`src/rtl/hb_pkg.sv`:
```
package hb_pkg;
  localparam int SEL_W = 3;

  typedef enum logic [1:0] {
    OP_NONE  = 2'b00,
    OP_READ  = 2'b01,
    OP_WRITE = 2'b10,
    OP_RSVD  = 2'b11
  } op_e;

  localparam logic [SEL_W-1:0] SEL_DATA0 = 3'd0;
  localparam logic [SEL_W-1:0] SEL_ADDR0 = 3'd4;
  localparam logic [SEL_W-1:0] SEL_CMD   = 3'd7;

  localparam int BIT_RST_ON  = 2;
  localparam int BIT_RST_OFF = 3;
  localparam int BIT_BUSY    = 7;
endpackage

```
`src/rtl/hb_host_regs.sv`:
```
module hb_host_regs
  import hb_pkg::*;
#(
  parameter int DATA_W = 32,
  parameter int ADDR_W = 24
) (
  input  logic              clk,
  input  logic              rst,
  input  logic [SEL_W-1:0]  host_sel,
  input  logic              host_cs,
  input  logic              host_wr,
  input  logic              host_rd,
  input  logic [7:0]        host_wdata,
  output logic [7:0]        host_rdata,
  input  logic              busy,
  input  logic              rd_done,
  input  logic [DATA_W-1:0] rd_word,
  output logic [DATA_W-1:0] data_word,
  output logic [ADDR_W-1:0] addr_word,
  output logic              cmd_go,
  output op_e               cmd_op,
  output logic              cmd_rst_on,
  output logic              cmd_rst_off
);
  localparam int DBYTES = DATA_W / 8;
  localparam int ABYTES = (ADDR_W + 7) / 8;

  logic [7:0] dreg [DBYTES];
  logic [7:0] areg [ABYTES];
  logic [ABYTES*8-1:0] abus;
  logic       wr_hit;
  logic [7:0] rd_mux;

  assign wr_hit      = host_cs && host_wr;
  assign cmd_go      = wr_hit && (host_sel == SEL_CMD) && !busy;
  assign cmd_op      = op_e'(host_wdata[1:0]);
  assign cmd_rst_on  = host_wdata[BIT_RST_ON];
  assign cmd_rst_off = host_wdata[BIT_RST_OFF];

  for (genvar i = 0; i < DBYTES; i++) begin : g_data
    always_ff @(posedge clk) begin
      if (rst)
        dreg[i] <= '0;
      else if (rd_done)
        dreg[i] <= rd_word[8*i +: 8];
      else if (wr_hit && host_sel == SEL_DATA0 + SEL_W'(i))
        dreg[i] <= host_wdata;
    end
    assign data_word[8*i +: 8] = dreg[i];
  end

  for (genvar j = 0; j < ABYTES; j++) begin : g_addr
    always_ff @(posedge clk) begin
      if (rst)
        areg[j] <= '0;
      else if (wr_hit && host_sel == SEL_ADDR0 + SEL_W'(j))
        areg[j] <= host_wdata;
    end
    assign abus[8*j +: 8] = areg[j];
  end

  assign addr_word = abus[ADDR_W-1:0];

  always_comb begin
    rd_mux = '0;
    for (int k = 0; k < DBYTES; k++)
      if (host_sel == SEL_DATA0 + SEL_W'(k)) rd_mux = dreg[k];
    for (int k = 0; k < ABYTES; k++)
      if (host_sel == SEL_ADDR0 + SEL_W'(k)) rd_mux = areg[k];
    if (host_sel == SEL_CMD) begin
      rd_mux = '0;
      rd_mux[BIT_BUSY] = busy;
    end
  end

  always_ff @(posedge clk) begin
    if (rst)
      host_rdata <= '0;
    else if (host_cs && host_rd)
      host_rdata <= rd_mux;
  end
endmodule

```
`src/rtl/hb_bus_master.sv`:
```
module hb_bus_master
  import hb_pkg::*;
#(
  parameter int DATA_W = 32,
  parameter int ADDR_W = 24
) (
  input  logic                clk,
  input  logic                rst,
  input  logic                go,
  input  op_e                 op,
  input  logic [ADDR_W-1:0]   addr_in,
  input  logic [DATA_W-1:0]   data_in,
  output logic [ADDR_W-1:0]   bus_addr,
  output logic                bus_read,
  output logic                bus_write,
  output logic [DATA_W/8-1:0] bus_byteen,
  output logic [DATA_W-1:0]   bus_wdata,
  input  logic [DATA_W-1:0]   bus_rdata,
  input  logic                bus_waitreq,
  output logic                busy,
  output logic                rd_done,
  output logic [DATA_W-1:0]   rd_word
);
  typedef enum logic {ST_IDLE, ST_XFER} state_e;
  state_e state;
  logic   start_rd;
  logic   start_wr;
  logic   finish;

  assign start_rd = go && (op == OP_READ);
  assign start_wr = go && (op == OP_WRITE);
  assign finish   = (state == ST_XFER) && !bus_waitreq;

  always_ff @(posedge clk) begin
    if (rst) begin
      state     <= ST_IDLE;
      bus_read  <= 1'b0;
      bus_write <= 1'b0;
      bus_addr  <= '0;
      bus_wdata <= '0;
    end else begin
      case (state)
        ST_IDLE: begin
          if (start_rd || start_wr) begin
            state     <= ST_XFER;
            bus_read  <= start_rd;
            bus_write <= start_wr;
            bus_addr  <= addr_in;
            bus_wdata <= data_in;
          end
        end
        ST_XFER: begin
          if (finish) begin
            state     <= ST_IDLE;
            bus_read  <= 1'b0;
            bus_write <= 1'b0;
          end
        end
        default: state <= ST_IDLE;
      endcase
    end
  end

  assign busy       = (state == ST_XFER);
  assign bus_byteen = {(DATA_W/8){busy}};
  assign rd_done    = finish && bus_read;
  assign rd_word    = bus_rdata;
endmodule

```
`src/rtl/hb_reset_ctl.sv`:
```
module hb_reset_ctl (
  input  logic clk,
  input  logic rst,
  input  logic go,
  input  logic set_req,
  input  logic clr_req,
  output logic cpu_reset
);
  always_ff @(posedge clk) begin
    if (rst)
      cpu_reset <= 1'b1;
    else if (go && set_req)
      cpu_reset <= 1'b1;
    else if (go && clr_req)
      cpu_reset <= 1'b0;
  end
endmodule

```
`src/rtl/hostbus_bridge.sv`:
```
module hostbus_bridge
  import hb_pkg::*;
#(
  parameter int DATA_W = 32,
  parameter int ADDR_W = 24
) (
  input  logic                clk,
  input  logic                rst,
  input  logic [SEL_W-1:0]    host_sel,
  input  logic                host_cs,
  input  logic                host_wr,
  input  logic                host_rd,
  input  logic [7:0]          host_wdata,
  output logic [7:0]          host_rdata,
  output logic [ADDR_W-1:0]   bus_addr,
  output logic                bus_read,
  output logic                bus_write,
  output logic [DATA_W/8-1:0] bus_byteen,
  output logic [DATA_W-1:0]   bus_wdata,
  input  logic [DATA_W-1:0]   bus_rdata,
  input  logic                bus_waitreq,
  output logic                cpu_reset
);
  logic              busy;
  logic              rd_done;
  logic [DATA_W-1:0] rd_word;
  logic [DATA_W-1:0] data_word;
  logic [ADDR_W-1:0] addr_word;
  logic              cmd_go;
  op_e               cmd_op;
  logic              cmd_rst_on;
  logic              cmd_rst_off;

  hb_host_regs #(.DATA_W(DATA_W), .ADDR_W(ADDR_W)) u_regs (
    .clk(clk), .rst(rst),
    .host_sel(host_sel), .host_cs(host_cs), .host_wr(host_wr), .host_rd(host_rd),
    .host_wdata(host_wdata), .host_rdata(host_rdata),
    .busy(busy), .rd_done(rd_done), .rd_word(rd_word),
    .data_word(data_word), .addr_word(addr_word),
    .cmd_go(cmd_go), .cmd_op(cmd_op),
    .cmd_rst_on(cmd_rst_on), .cmd_rst_off(cmd_rst_off)
  );

  hb_bus_master #(.DATA_W(DATA_W), .ADDR_W(ADDR_W)) u_master (
    .clk(clk), .rst(rst),
    .go(cmd_go), .op(cmd_op), .addr_in(addr_word), .data_in(data_word),
    .bus_addr(bus_addr), .bus_read(bus_read), .bus_write(bus_write),
    .bus_byteen(bus_byteen), .bus_wdata(bus_wdata), .bus_rdata(bus_rdata),
    .bus_waitreq(bus_waitreq),
    .busy(busy), .rd_done(rd_done), .rd_word(rd_word)
  );

  hb_reset_ctl u_rstctl (
    .clk(clk), .rst(rst), .go(cmd_go),
    .set_req(cmd_rst_on), .clr_req(cmd_rst_off), .cpu_reset(cpu_reset)
  );
endmodule

```
`config.mk`:
```
export PLATFORM = sky130hd
export DESIGN_NAME = hostbus_bridge
export DESIGN_NICKNAME = d
export VERILOG_FILES = /design/src/rtl/hb_pkg.sv /design/src/rtl/hb_host_regs.sv /design/src/rtl/hb_bus_master.sv /design/src/rtl/hb_reset_ctl.sv /design/src/rtl/hostbus_bridge.sv
export SDC_FILE = /design/constraint.sdc
export NUM_CORES = 1
export LEC_CHECK = 0
export BUFFER_PORTS_ARGS = -buffer_cell sky130_fd_sc_hd__buf_4
export CORE_MARGIN = 5
export CORE_UTILIZATION = 50
export CTS_CLUSTER_SIZE = 8
export DETAILED_ROUTE_END_ITERATION = 12
export PLACE_DENSITY = 0.75
export SYNTH_ARGS = -nofsm -noshare
export SYNTH_HDL_FRONTEND = slang
export SYNTH_SLANG_ARGS = --single-unit
```
`constraint.sdc`:
```
create_clock -name clk -period 2.3 [get_ports clk]
set_input_delay 0.46 -clock clk [delete_from_list [all_inputs] [get_ports clk]]
set_output_delay 0.46 -clock clk [all_outputs]
set_load 0.01 [all_outputs]
```
### Yosys cells after proc, flatten, opt, wreduce, memory -nomap -nowiden

Memories as Yosys holds them, arrays and structs flattened.
Cells that the tools add are included.
W data, S select, Z words.

* bits in registers: 68
* memory bits (writable): 56
* bits of input ports: 49
* output and inout bits: 71
* logic and storage cells: 113
* memories kept: 2

* equality and inequality tests: 11
* mux-type cells: 57
* bitwise operators: 12
* reduce and logical (&&, ||, !) cells: 24

Memory list
* u_regs.dreg: words 4, bits a word 8, rd ports 4, clocked after memory_dff 0, wr ports 4, line hb_host_regs.sv:28 `logic [7:0] dreg [DBYTES];`
* u_regs.areg: words 3, bits a word 8, rd ports 3, clocked after memory_dff 0, wr ports 3, line hb_host_regs.sv:29 `logic [7:0] areg [ABYTES];`

Operators with widths (count)
* $mux W8: 19
* $mux W1: 35
* $logic_and A1 B1 Y1: 17
* $eq A3 B3 Y1 const B: 4
* $or A1 B1 Y1: 11
* $eq A3 B2 Y1 const B: 2
* $pmux W1 S2: 3
* $reduce_and A2 Y1: 2
* $eq A3 B1 Y1 const B: 1
* $logic_not A3 Y1: 1
* $eq A2 B1 Y1 const B: 1
* $eq A2 B2 Y1 const B: 1
* $logic_not A1 Y1: 2
* $ne A2 B1 Y1 const B: 1
* $ne A2 B2 Y1 const B: 1
* $reduce_or A2 Y1: 1
* $logic_or A1 B1 Y1: 1
* $not A1 Y1: 1

### Depth between registers and ports, before layout

Gate-level depths: netlist of the first run.

* depth in word-level cells: 9
* depth in mapped cells: 7
* gate-level depth less buffers: 4

### Hierarchy

A second synthesis of the first run with hierarchy kept.

* cells, all modules: 537
* area total of the unflattened synthesis: 6149.6 um2

Modules (own cells, without submodules)
* hb_host_regs: times used 1, cells an instance 234, area an instance 3150.5 um2, sequential area each 1841.8 um2
* hb_bus_master: times used 1, cells an instance 300, area an instance 2965.3 um2, sequential area each 1181.1 um2
* hb_reset_ctl: times used 1, cells an instance 3, area an instance 33.8 um2, sequential area each 20.0 um2

### Least setup slack after synthesis of the first run

Ideal clock, no wire load.

* path kind: input-to-reg
* from: in host_sel[1]
* to: mem u_regs.areg[0][0] (enable)
* library setup time: 0.375 ns
* data arrival time: 1.495 ns
* required time: 1.925 ns
* setup slack: 0.430 ns
* stages: 4
* buffers on the path: 2
* cell sequence: buf_2 > or2_2 > buf_2 > o21bai_1

RTL lines
* from (decl): line hostbus_bridge.sv:9 `input logic [SEL_W-1:0] host_sel,`
* to (decl): line hb_host_regs.sv:29

==> summary.md, run 1 <==
| Metric | Value |
|---|---|
| Wire length per cell | 19.1 um |
| Worst relative slew slack | 55.9% |
| Unrepaired setup endpoints after global routing | false |
| Data required, critical path | about 2500 ps |
| PnR worst setup slack | ~600 ps |
| Ant. Diodes | 0 |
| Number of max-cap violations | 0 |
| Setup TNS | 0 ps |
| Ports | 120 |
| Fin. max-slew vios | 0 |
| Primary FF master, synth | dfxtp_1 |
| Die H | 114 um |
| Vias/cell | 5.69 |
| Crit Path Category | reg2reg |
| Vias in the first global route | between 4,000 and 5,000 |
| Area Growth Syn to Fin | 28.3% |
| Syn Std Cell Area | about 0.0054 mm2 |
| Largest net degree at the start of global routing | 55 |
| Final hold vios | 0 |
| CP Max Fanout | 22 |
| Synthesis-stage register bit count | 124 |
| Worst Setup End Kind | register |
| Total number of yosys warnings | 0 |
| Remaining antenna violation count | 0 |
| Initial DRC count | about 580 |
| Achievable frequency | around 580 MHz |
| HPWL after detailed placement | 11.4 mm |
| Syn_nets | 606 |
| CP Cell Sequence | nand3b_1 -> buf_4 -> nand2_1 -> o32ai_1 |
| Hold Path Class | in2reg |
| Period utilisation layout | approximately three quarters |
| TritonCTS Buffers | 17 |
| Crit path arrival time | 1960 ps |
| Share of post-route cells with drive strength above 1 | 24.9% |
| Setup bufs post-CTS | 0 |
| GRT Util Overall | 24.4% |
| Async SR Flop Fraction | 0% |
| Initial Utilization | 51.7% |
| Worst-margin pin slew | 661 ps |
| CTS resizes | 0 |
| Setup violators final | 0 |
| Slowest-stage cell, CP | dfxtp_1 |
| R2r worst-path depth | 4 |
| Final min period | between 1500 and 2000 ps |
| Mapped Cells | around 560 |
| Mean post-synth cell area | slightly below 10 um2 |
| R2R Setup Slk | 590 ps |
| # DRC | 0 |
| Row Count | 37 |
| Worst Setup Start Kind | register |
| Dpl ws | 393 ps |
| TritonRoute pass-1 iters | 5 |
| IO buf count | 119 |
| Register area share after synthesis | between 50% and 60% |
| Nets | between 700 and 800 |
| CTS Sinks | 124 |
| Initial antenna violation count | 0 |
| Slowest cell delay on critical path | 500 ps |
| Worst Skew | 6.34 ps |
| WL final | 15.6 mm |
| Hold Path Stages | 3 |
| Grt ovf | 0 |
| DIE WIDTH | between 100 and 150 um |
| Final hold slack | 212 ps |
| Number of hold buffers added after CTS | 0 |
| PwrDens | between 700 and 800 mW/mm2 |
| Leakage power | around 2.7 nW |
| Power Total | 5.31 mW |
| CTS tree | built |
| Core area | 0.0104 mm2 |
| Die area | about 0.013 mm2 |
| Reg clk slew, reported paths | 60 ps |
| Root Buffer Master | clkbuf_8 |
| Synth unique cells | 46 |
| Clock latency on the worst-skew pair | 520 ps |
| Status | complete, no violations |
| Fill count | 825 |
| First-pass GRT wire length | between 20 and 25 mm |
| Maximum vdd ir drop | about 0.39 mV |
| Number of flops mapped to enable cells by yosys | 56 |
| Vias | 4,639 |
| CTS Buffer Depth | 2 |
| GP Congestion | 0.913 |
| H-tree Lvls | 4 |
final cells by class:
type                       instances  area (um2)  share of cell area, %
sequential                       124        3040                   44.2
inverter                          34         128                   1.86
multi-input combinational        357        1960                   28.4
timing repair buffer             133        1010                   14.7
tap                              136         170                   2.47
clock inverter                     4        23.8                  0.346
clock buffer                      28         548                   7.97
per-layer routing:
layer	GRT usage, %	share of wire [%]
met1	32.1	40
met4	10.5	2.7
met2	38.5	48
met3	5.99	9.1
met5	0	0
flip-flops by register name, summed over array words and instances, names as in the netlist:
name                count
u_regs.areg            24
u_rstctl.cpu_reset      1
u_regs.host_rdata       8
u_master.bus_read       1
u_master.bus_addr      24
u_master.busy           1
u_regs.dreg            32
u_master.bus_wdata     32
u_master.bus_write      1
critical path: cells and delay by family (launching register included):
kind | cells | cell delay [ps]
compound gates | 1 | 150
buf+inv | 1 | 280
flops | 1 | 500
simple gates | 2 | 500
metrics by stage:
stage | area [um2] | cells | utilization (%)
floorplan | 5360 | 557 | -
global placement | 6310 | 784 | 60.8
detailed placement | 6310 | 784 | 60.8
CTS | 6880 | 816 | 66.3
global route | 6880 | 816 | 66.3
finish | 6880 | 816 | 66.3
cells by family (layout without fill, tap and decap cells):
kind of cell    Yosys count  after routing  share of synthesized area [%]
mux                      13             13                           2.68
compound gates          139            139                           16.6
buf+inv                  76            199                           6.86
xor+xnor                  1              1                          0.163
flops                   124            124                           56.8
simple gates            204            204                           16.9
power by group:
part           internal [mW]  leakage [nW]  switching [mW]
sequential              2.38          1.08          0.0673
clock                   1.60         0.286           0.914
combinational          0.144          1.38           0.208
path summary, 6_finish.rpt:
check | startpoint | endpoint
max | u_master.busy$_SDFF_PP0_ | u_regs.dreg[1][3]$_DFFE_PP_
min | bus_waitreq | u_master.busy$_SDFF_PP0_
max reg2reg | u_master.busy$_SDFF_PP0_ | u_regs.dreg[1][3]$_DFFE_PP_
min reg2reg | u_master.bus_wdata[30]$_SDFFE_PP0P_ | u_master.bus_wdata[30]$_SDFFE_PP0P_
cell usage after synthesis (all sizes together) (2+ instances only):
cell type	n	share of area [%]
o32ai	32	5.2
and2	25	2.9
inv	34	2.4
nand3	6	0.56
o22ai	5	0.58
o21ai	15	1.4
o21bai	2	0.28
dfxtp	68	25
buf	26	3.4
nor2b	3	0.35
nand2	142	9.9
o2bb2ai	5	0.82
and3b	2	0.33
edfxtp	56	31
nor2	11	0.82
nand3b	3	0.42
nand2b	2	0.23
nor3	4	0.56
and3	3	0.35
mux2i	11	2.1
clkbuf	16	1.1
a21oi	68	6.3
placed cells by master, fill, tap and decap left out, types with 14 or more instances in the layout:
cell type,count
a21oi_1,68
and2_1,25
buf_4,132
clkbuf_16,18
dfxtp_1,68
edfxtp_1,56
inv_1,34
nand2_1,142
o21ai_0,14
o32ai_1,32
(Power assumes the default switching activity.)
==> run 2: changes to the inputs <==
--- a/config.mk
+++ b/config.mk
@@ -7,10 +7,10 @@
 export LEC_CHECK = 0
 export BUFFER_PORTS_ARGS = -buffer_cell sky130_fd_sc_hd__buf_4
 export CORE_MARGIN = 5
-export CORE_UTILIZATION = 50
+export CORE_UTILIZATION = 49
 export CTS_CLUSTER_SIZE = 8
 export DETAILED_ROUTE_END_ITERATION = 12
-export PLACE_DENSITY = 0.75
+export PLACE_DENSITY = 0.76
 export SYNTH_ARGS = -nofsm -noshare
 export SYNTH_HDL_FRONTEND = slang
 export SYNTH_SLANG_ARGS = --single-unit
==> constraint.sdc (replaced) <==
create_clock -name clk -period 1.4 [get_ports clk]
set_input_delay 0.28 -clock clk [delete_from_list [all_inputs] [get_ports clk]]
set_output_delay 0.28 -clock clk [all_outputs]
set_load 0.01 [all_outputs]
==> summary.md, run 2 (same netlist as run 1, synthesis figures left out) <==
| Metric | Value |
|---|---|
| Status | complete, but fails checks |
| Violated checks | negative setup slack |
| Nets | 766 |
| Commonest non-fill, non-tap cell in the layout | buf_4 |
| Met2 Resource Use GR | 40.4% |
| Core area | 0.0108 mm2 |
| Crit path arrival time | 1880 ps |
| Clock share of power | between 40% and 50% |
| CTS Buffer Depth | 2 |
| Ant. Diodes | 0 |
| Root Buffer Master | clkbuf_8 |
| GRT Util Overall | 24.7% |
| CTS tree | built |
| Data required, critical path | 1840 ps |
| Worst relative slew slack | between 70% and 80% |
| Leakage power | 3.18 nW |
| Worst Setup Start Kind | register |
| Die H | 115 um |
| Final hold vios | 0 |
| Final min period | 1440 ps |
| CP Max Fanout | 14 |
| Area Growth Syn to Fin | 45.5% |
| Hold Path Class | in2reg |
| TritonRoute pass-1 iters | 5 |
| Number of max-cap violations | 0 |
| Ports | between 100 and 150 |
| Share of post-route cells with drive strength above 1 | 39.2% |
| Dpl ws | -190 ps |
| Unrepaired setup endpoints after global routing | true |
| GR Util met1 | 32.0% |
| First-pass GRT wire length | around 25 mm |
| # DRC | 0 |
| Design Area, Final | 0.00780 mm2 |
| DP Area | between 0.006 and 0.007 mm2 |
| TritonCTS Buffers | 17 |
| Setup violators final | 5 |
| Worst Setup End Kind | register |
| Vias | 5,110 |
| HPWL after detailed placement | 11.7 mm |
| Top flop regs | u_master.bus_wdata (32), u_regs.dreg (32) |
| Clock latency on the worst-skew pair | 520 ps |
| Vias/cell | 5.87 |
| Initial antenna violation count | 0 |
| Vias in the first global route | 4,740 |
| Internal power | 6.97 mW |
| Die area | 0.0131 mm2 |
| Switching Fraction | 23.3% |
| Period utilisation layout | 103% |
| Initial Utilization | approximately half |
| Crit Path Category | reg2reg |
| Met3 GRT Util | just under 5% |
| Reg clk slew, reported paths | 60 ps |
| Fin. max-slew vios | 0 |
| Wire length per cell | 21.3 um |
| Initial DRC count | ~530 |
| PwrDens | 1160 mW/mm2 |
| WL final | between 15 and 20 mm |
| Largest net degree at the start of global routing | 58 |
| Grt ovf | 0 |
| Busiest grt layer | met2 |
| PnR worst setup slack | -35.1 ps |
| Most frequent cells in the layout | buf_4 (160), nand2_1 (114), dfxtp_1 (66), edfxtp_1 (56), a21oi_1 (41) |
| IO buf count | around 120 |
| DIE WIDTH | 115 um |
| Worst-margin pin slew | about 430 ps |
| Maximum vdd ir drop | 0.852 mV |
| Seq pwr share | between 40% and 50% |
| Hold Path Stages | 2 |
| Achievable frequency | 697 MHz |
| GP Congestion | 0.921 |
| CTS Sinks | 124 |
| Row Count | 38 |
| Psw | 2.11 mW |
| Remaining antenna violation count | 0 |
| H-tree Lvls | 4 |
| R2r worst-path depth | 5 |
| Logic pwr share | 8.1% |
| Worst Skew | 5.46 ps |
| Post-route core utilization | between 70 and 80% |
run 2: power by group through the flow:
stage / Clock, mW / Sequential, mW / Combinational (mW)
after CTS: 4.33 / 4.01 / 0.676
final: 4.32 / 4.02 / 0.737
after global routing: 4.50 / 4.03 / 0.777
after global placement: 0 / 4.08 / 0.662
after floorplan: 0 / 4.04 / 0.313
after detailed placement: 0 / 4.08 / 0.668
run 2: worst max-delay path: stages (launching register included):
cell and delay (ps):
dfxtp_2 330, and3b_2 270, and3_4 320, buf_16 180, nand2_1 80, a21oi_2 170
run 2: what timing repair did:
item / CTS / global route
cloned: 0 / 12
setup buffers: 2 / 2
pin swaps: 0 / 21
endpoints found under the setup margin: 21 / 121
gates resized for setup: 9 / 77
hold buffers: 0 / 0
run 2: layout make-up:
cell class                      instances  area (um2)
Clock buffer                           22         474
Clock inverter                         10         110
Fill cell                             750        2990
Inverter                               34         128
Multi-Input combinational cell        357        2270
Sequential cell                       124        3050
Tap cell                              140         175
Timing Repair Buffer                  183        1600
run 2: metal layers:
| metal | wire length (um) | vias up |
|---|---|---|
| met5 | 0 | - |
| met4 | 811 | 0 |
| met3 | 2110 | 73 |
| met2 | 8900 | 353 |
| met1 | 6750 | 2414 |
| li1 | - | 2270 |
run 2: path summary, 6_finish.rpt:
| path | start | endpoint | slack, ps |
|---|---|---|---|
| hold / removal | host_wdata[2] | u_rstctl.cpu_reset$_SDFFE_PP1P_ | 60 |
| hold reg to reg | u_master.bus_wdata[24]$_SDFFE_PP0P_ | u_master.bus_wdata[24]$_SDFFE_PP0P_ | 460 |
| setup reg to reg | u_master.busy$_SDFF_PP0_ | u_master.bus_wdata[14]$_SDFFE_PP0P_ | -40 |
| setup / recovery | u_master.busy$_SDFF_PP0_ | u_master.bus_wdata[14]$_SDFFE_PP0P_ | -40 |
run 2: through the flow:
step,power [mW],TNS [ps],hold WS (ps),instances
6_report,9.08,-62.1,57.0,870
5_1_grt,9.31,-1180,69.1,870
3_5_place_dp,4.75,-11570,449,822
2_1_floorplan,4.36,-45.3,420,557
4_1_cts,9.01,0,45.7,856
3_3_place_gp,4.74,-8770,441,822
==> run 3: changes to the inputs <==
--- a/config.mk
+++ b/config.mk
@@ -5,12 +5,15 @@
 export SDC_FILE = /design/constraint.sdc
 export NUM_CORES = 1
 export LEC_CHECK = 0
-export BUFFER_PORTS_ARGS = -buffer_cell sky130_fd_sc_hd__buf_4
+export CAP_MARGIN = 20
+export CELL_PAD_IN_SITES_DETAIL_PLACEMENT = 1
+export CELL_PAD_IN_SITES_GLOBAL_PLACEMENT = 1
 export CORE_MARGIN = 5
-export CORE_UTILIZATION = 49
+export CORE_UTILIZATION = 43
 export CTS_CLUSTER_SIZE = 8
 export DETAILED_ROUTE_END_ITERATION = 12
-export PLACE_DENSITY = 0.76
+export DONT_BUFFER_PORTS = 1
+export PLACE_DENSITY_LB_ADDON = 0.1
 export SYNTH_ARGS = -nofsm -noshare
 export SYNTH_HDL_FRONTEND = slang
 export SYNTH_SLANG_ARGS = --single-unit
==> summary.md, run 3 (same netlist as run 1, synthesis figures left out) <==
| Metric | Value |
|---|---|
| Vias in the first global route | 4,419 |
| Crit path arrival time | 1710 ps |
| First-pass GRT wire length | 25.4 mm |
| Ports | 120 |
| WL final | 17.6 mm |
| Logic pwr share | 4.1% |
| Share of post-route cells with drive strength above 1 | 13.6% |
| HPWL after detailed placement | 11.9 mm |
| Fin. max-slew vios | 0 |
| R2R Setup Slk | 30 ps |
| Final hold slack | -65.1 ps |
| Status | complete, but fails checks |
| Number of max-cap violations | 0 |
| Grt ovf | 0 |
| Post-route core utilization | 52.3% |
| Commonest non-fill, non-tap cell in the layout | nand2_1 |
| Setup bufs post-CTS | 0 |
| Most frequent cells in the layout | nand2_1 (133), a21oi_1 (67), dfxtp_1 (67), edfxtp_1 (56), inv_1 (34) |
| Initial DRC count | between 300 and 400 |
| TritonCTS Buffers | 17 |
| Setup violators final | 0 |
| Fill count | 1,359 |
| GP Congestion | between 0.8 and 0.9 |
| Hold Path Stages | 1 |
| Period utilisation layout | between 90% and 100% |
| Switching Fraction | 20.8% |
| Worst r2r src | u_master.busy$_SDFF_PP0_ |
| Multi-input gate area | between 0.002 and 0.0025 mm2 |
| PwrDens | 1430 mW/mm2 |
| Internal power | between 7 and 8 mW |
| Worst Setup End Kind | register |
| Vias | 4,206 |
| Area Growth Syn to Fin | 18.2% |
| Leakage power | 2.27 nW |
| Reg2reg end | u_master.bus_addr[9]$_SDFFE_PP0P_ |
| Top sig layer | met4 |
| Unrepaired setup endpoints after global routing | true |
| CP Max Fanout | 14 |
| Psw | 1.88 mW |
| Worst Skew | 9.60 ps |
| Remaining antenna violation count | 0 |
| Vias/cell | ~5.7 |
| GRT Util Overall | 22.9% |
| Final min period | between 1000 and 1500 ps |
| Hold path start | rst |
| Met1 wire length | roughly 7 mm |
| Row Count | 40 |
| Violated checks | negative hold slack |
| Hold Path Class | in2reg |
| CTS Buffer Depth | 2 |
| Achievable frequency | roughly 730 MHz |
| R2r worst-path depth | 6 |
| Final hold vios | 22 |
| Die area | approximately 0.015 mm2 |
| # DRC | 0 |
| Slowest cell delay on critical path | 330 ps |
| CTS tree | built |
| Worst relative slew slack | 58.9% |
| Initial antenna violation count | 0 |
| Setup TNS | 0 ps |
| Core area | 0.0121 mm2 |
| Data required, critical path | 1740 ps |
| Clock latency on the worst-skew pair | 420 ps |
| Largest net degree at the start of global routing | ~100 |
| Nets | 611 |
| Hold path endpoint | u_master.bus_addr[13]$_SDFFE_PP0P_ |
| Ant. Diodes | 0 |
| Wire length per cell | 23.7 um |
| Met3 wire length | 1.51 mm |
| Seq pwr share | 44.6% |
| Register area | 0.00304 mm2 |
| Worst-margin pin slew | slightly above 600 ps |
| DIE WIDTH | ~120 um |
| IO buf count | 0 |
| Clock share of power | 51.3% |
| CTS Sinks | 124 |
| Root Buffer Master | clkbuf_16 |
| Crit Path Category | reg2reg |
| Slowest-stage cell, CP | dfxtp_2 |
| Die H | 122 um |
| TritonRoute pass-1 iters | 4 |
| Maximum vdd ir drop | 0.725 mV |
| H-tree Lvls | 4 |
| Reg clk slew, reported paths | 50 ps |
| Worst Setup Start Kind | register |
| Initial Utilization | 44.3% |
| Top flop regs | u_master.bus_wdata (32), u_regs.dreg (32) |
| CP Cell Sequence | and3b_1 -> buf_4 -> nand3_4 -> buf_6 -> nand2_1 -> a21oi_1 |
| WL met2 | 8.51 mm |
run 3: cell types whose count changed in the layout (fill, tap and decap cells not counted), sizes merged:
| cell | previous run | this run |
|---|---|---|
| buf | 177 | 25 |
| bufinv | 2 | 4 |
| clkbuf | 28 | 27 |
| clkinv | 5 | 4 |
| inv | 37 | 34 |
run 3: power groups by stage:
stage	clock, mW	combinational (mW)	sequential, mW
after floorplan	0	0.313	4.04
after global placement	0	0.343	4.11
after detailed placement	0	0.354	4.11
after CTS	4.68	0.358	4.03
after global routing	4.88	0.400	4.04
final	4.64	0.370	4.03
run 3: critical path, delay by kind of cell, from the launching register on:
kind / cells / cell delay (ps)
buffers and inverters: 2 / 400
AO/OA/AOI/OAI: 1 / 130
AND/OR/NAND/NOR: 3 / 410
flip-flops: 1 / 330
run 3: worst max path at each step:
stage / startpoint / to / slack [ps] / cells after the start
floorplan: host_sel[1] / u_regs.areg[2][0]$_SDFFCE_PN0P_ / -2 / 3
global placement: host_sel[2] / u_regs.host_rdata[1]$_SDFFE_PP0P_ / 70 / 6
detailed placement: u_master.busy$_SDFF_PP0_ / u_master.bus_wdata[2]$_SDFFE_PP0P_ / 20 / 6
CTS: u_master.busy$_SDFF_PP0_ / u_master.bus_wdata[2]$_SDFFE_PP0P_ / 1 / 6
global route: u_master.busy$_SDFF_PP0_ / u_master.bus_wdata[27]$_SDFFE_PP0P_ / -6 / 6
finish: u_master.busy$_SDFF_PP0_ / u_master.bus_addr[9]$_SDFFE_PP0P_ / 30 / 6
run 3: what timing repair did:
action	in CTS	in global routing
hold endpoints to repair	61	61
gates cloned	0	5
pin swaps	0	1
resized for setup	2	5
setup endpoints to repair	1	73
run 3: cell type report:
type / count / area share, %
well taps: 168 / 3.32
multi-input cells: 357 / 32.0
flip-flops and latches: 124 / 48.0
repair buffers: 28 / 4.86
clock inverters: 8 / 2.17
clock buffers: 24 / 7.60
inverters: 34 / 2.01
run 3: layer usage:
metal	vias up	global-route usage, %
li1	1955	-
met1	2044	29.3
met2	178	37.0
met3	29	6.50
met4	0	8.33
met5	-	0
run 3: per-stage QoR:
stage / power, mW / cells / worst slack, ps / cell area [um2] / hold WS [ps]
2_1_floorplan: 4.36 / 557 / -1.97 / 5420 / 420
3_3_place_gp: 4.45 / 706 / 73.2 / 5600 / 356
3_5_place_dp: 4.46 / 706 / 20.5 / 5600 / 359
4_1_cts: 9.07 / 738 / 1.33 / 6230 / -80.3
5_1_grt: 9.32 / 743 / -6.46 / 6340 / -80.4
6_report: 9.05 / 743 / 34.2 / 6340 / -65.1
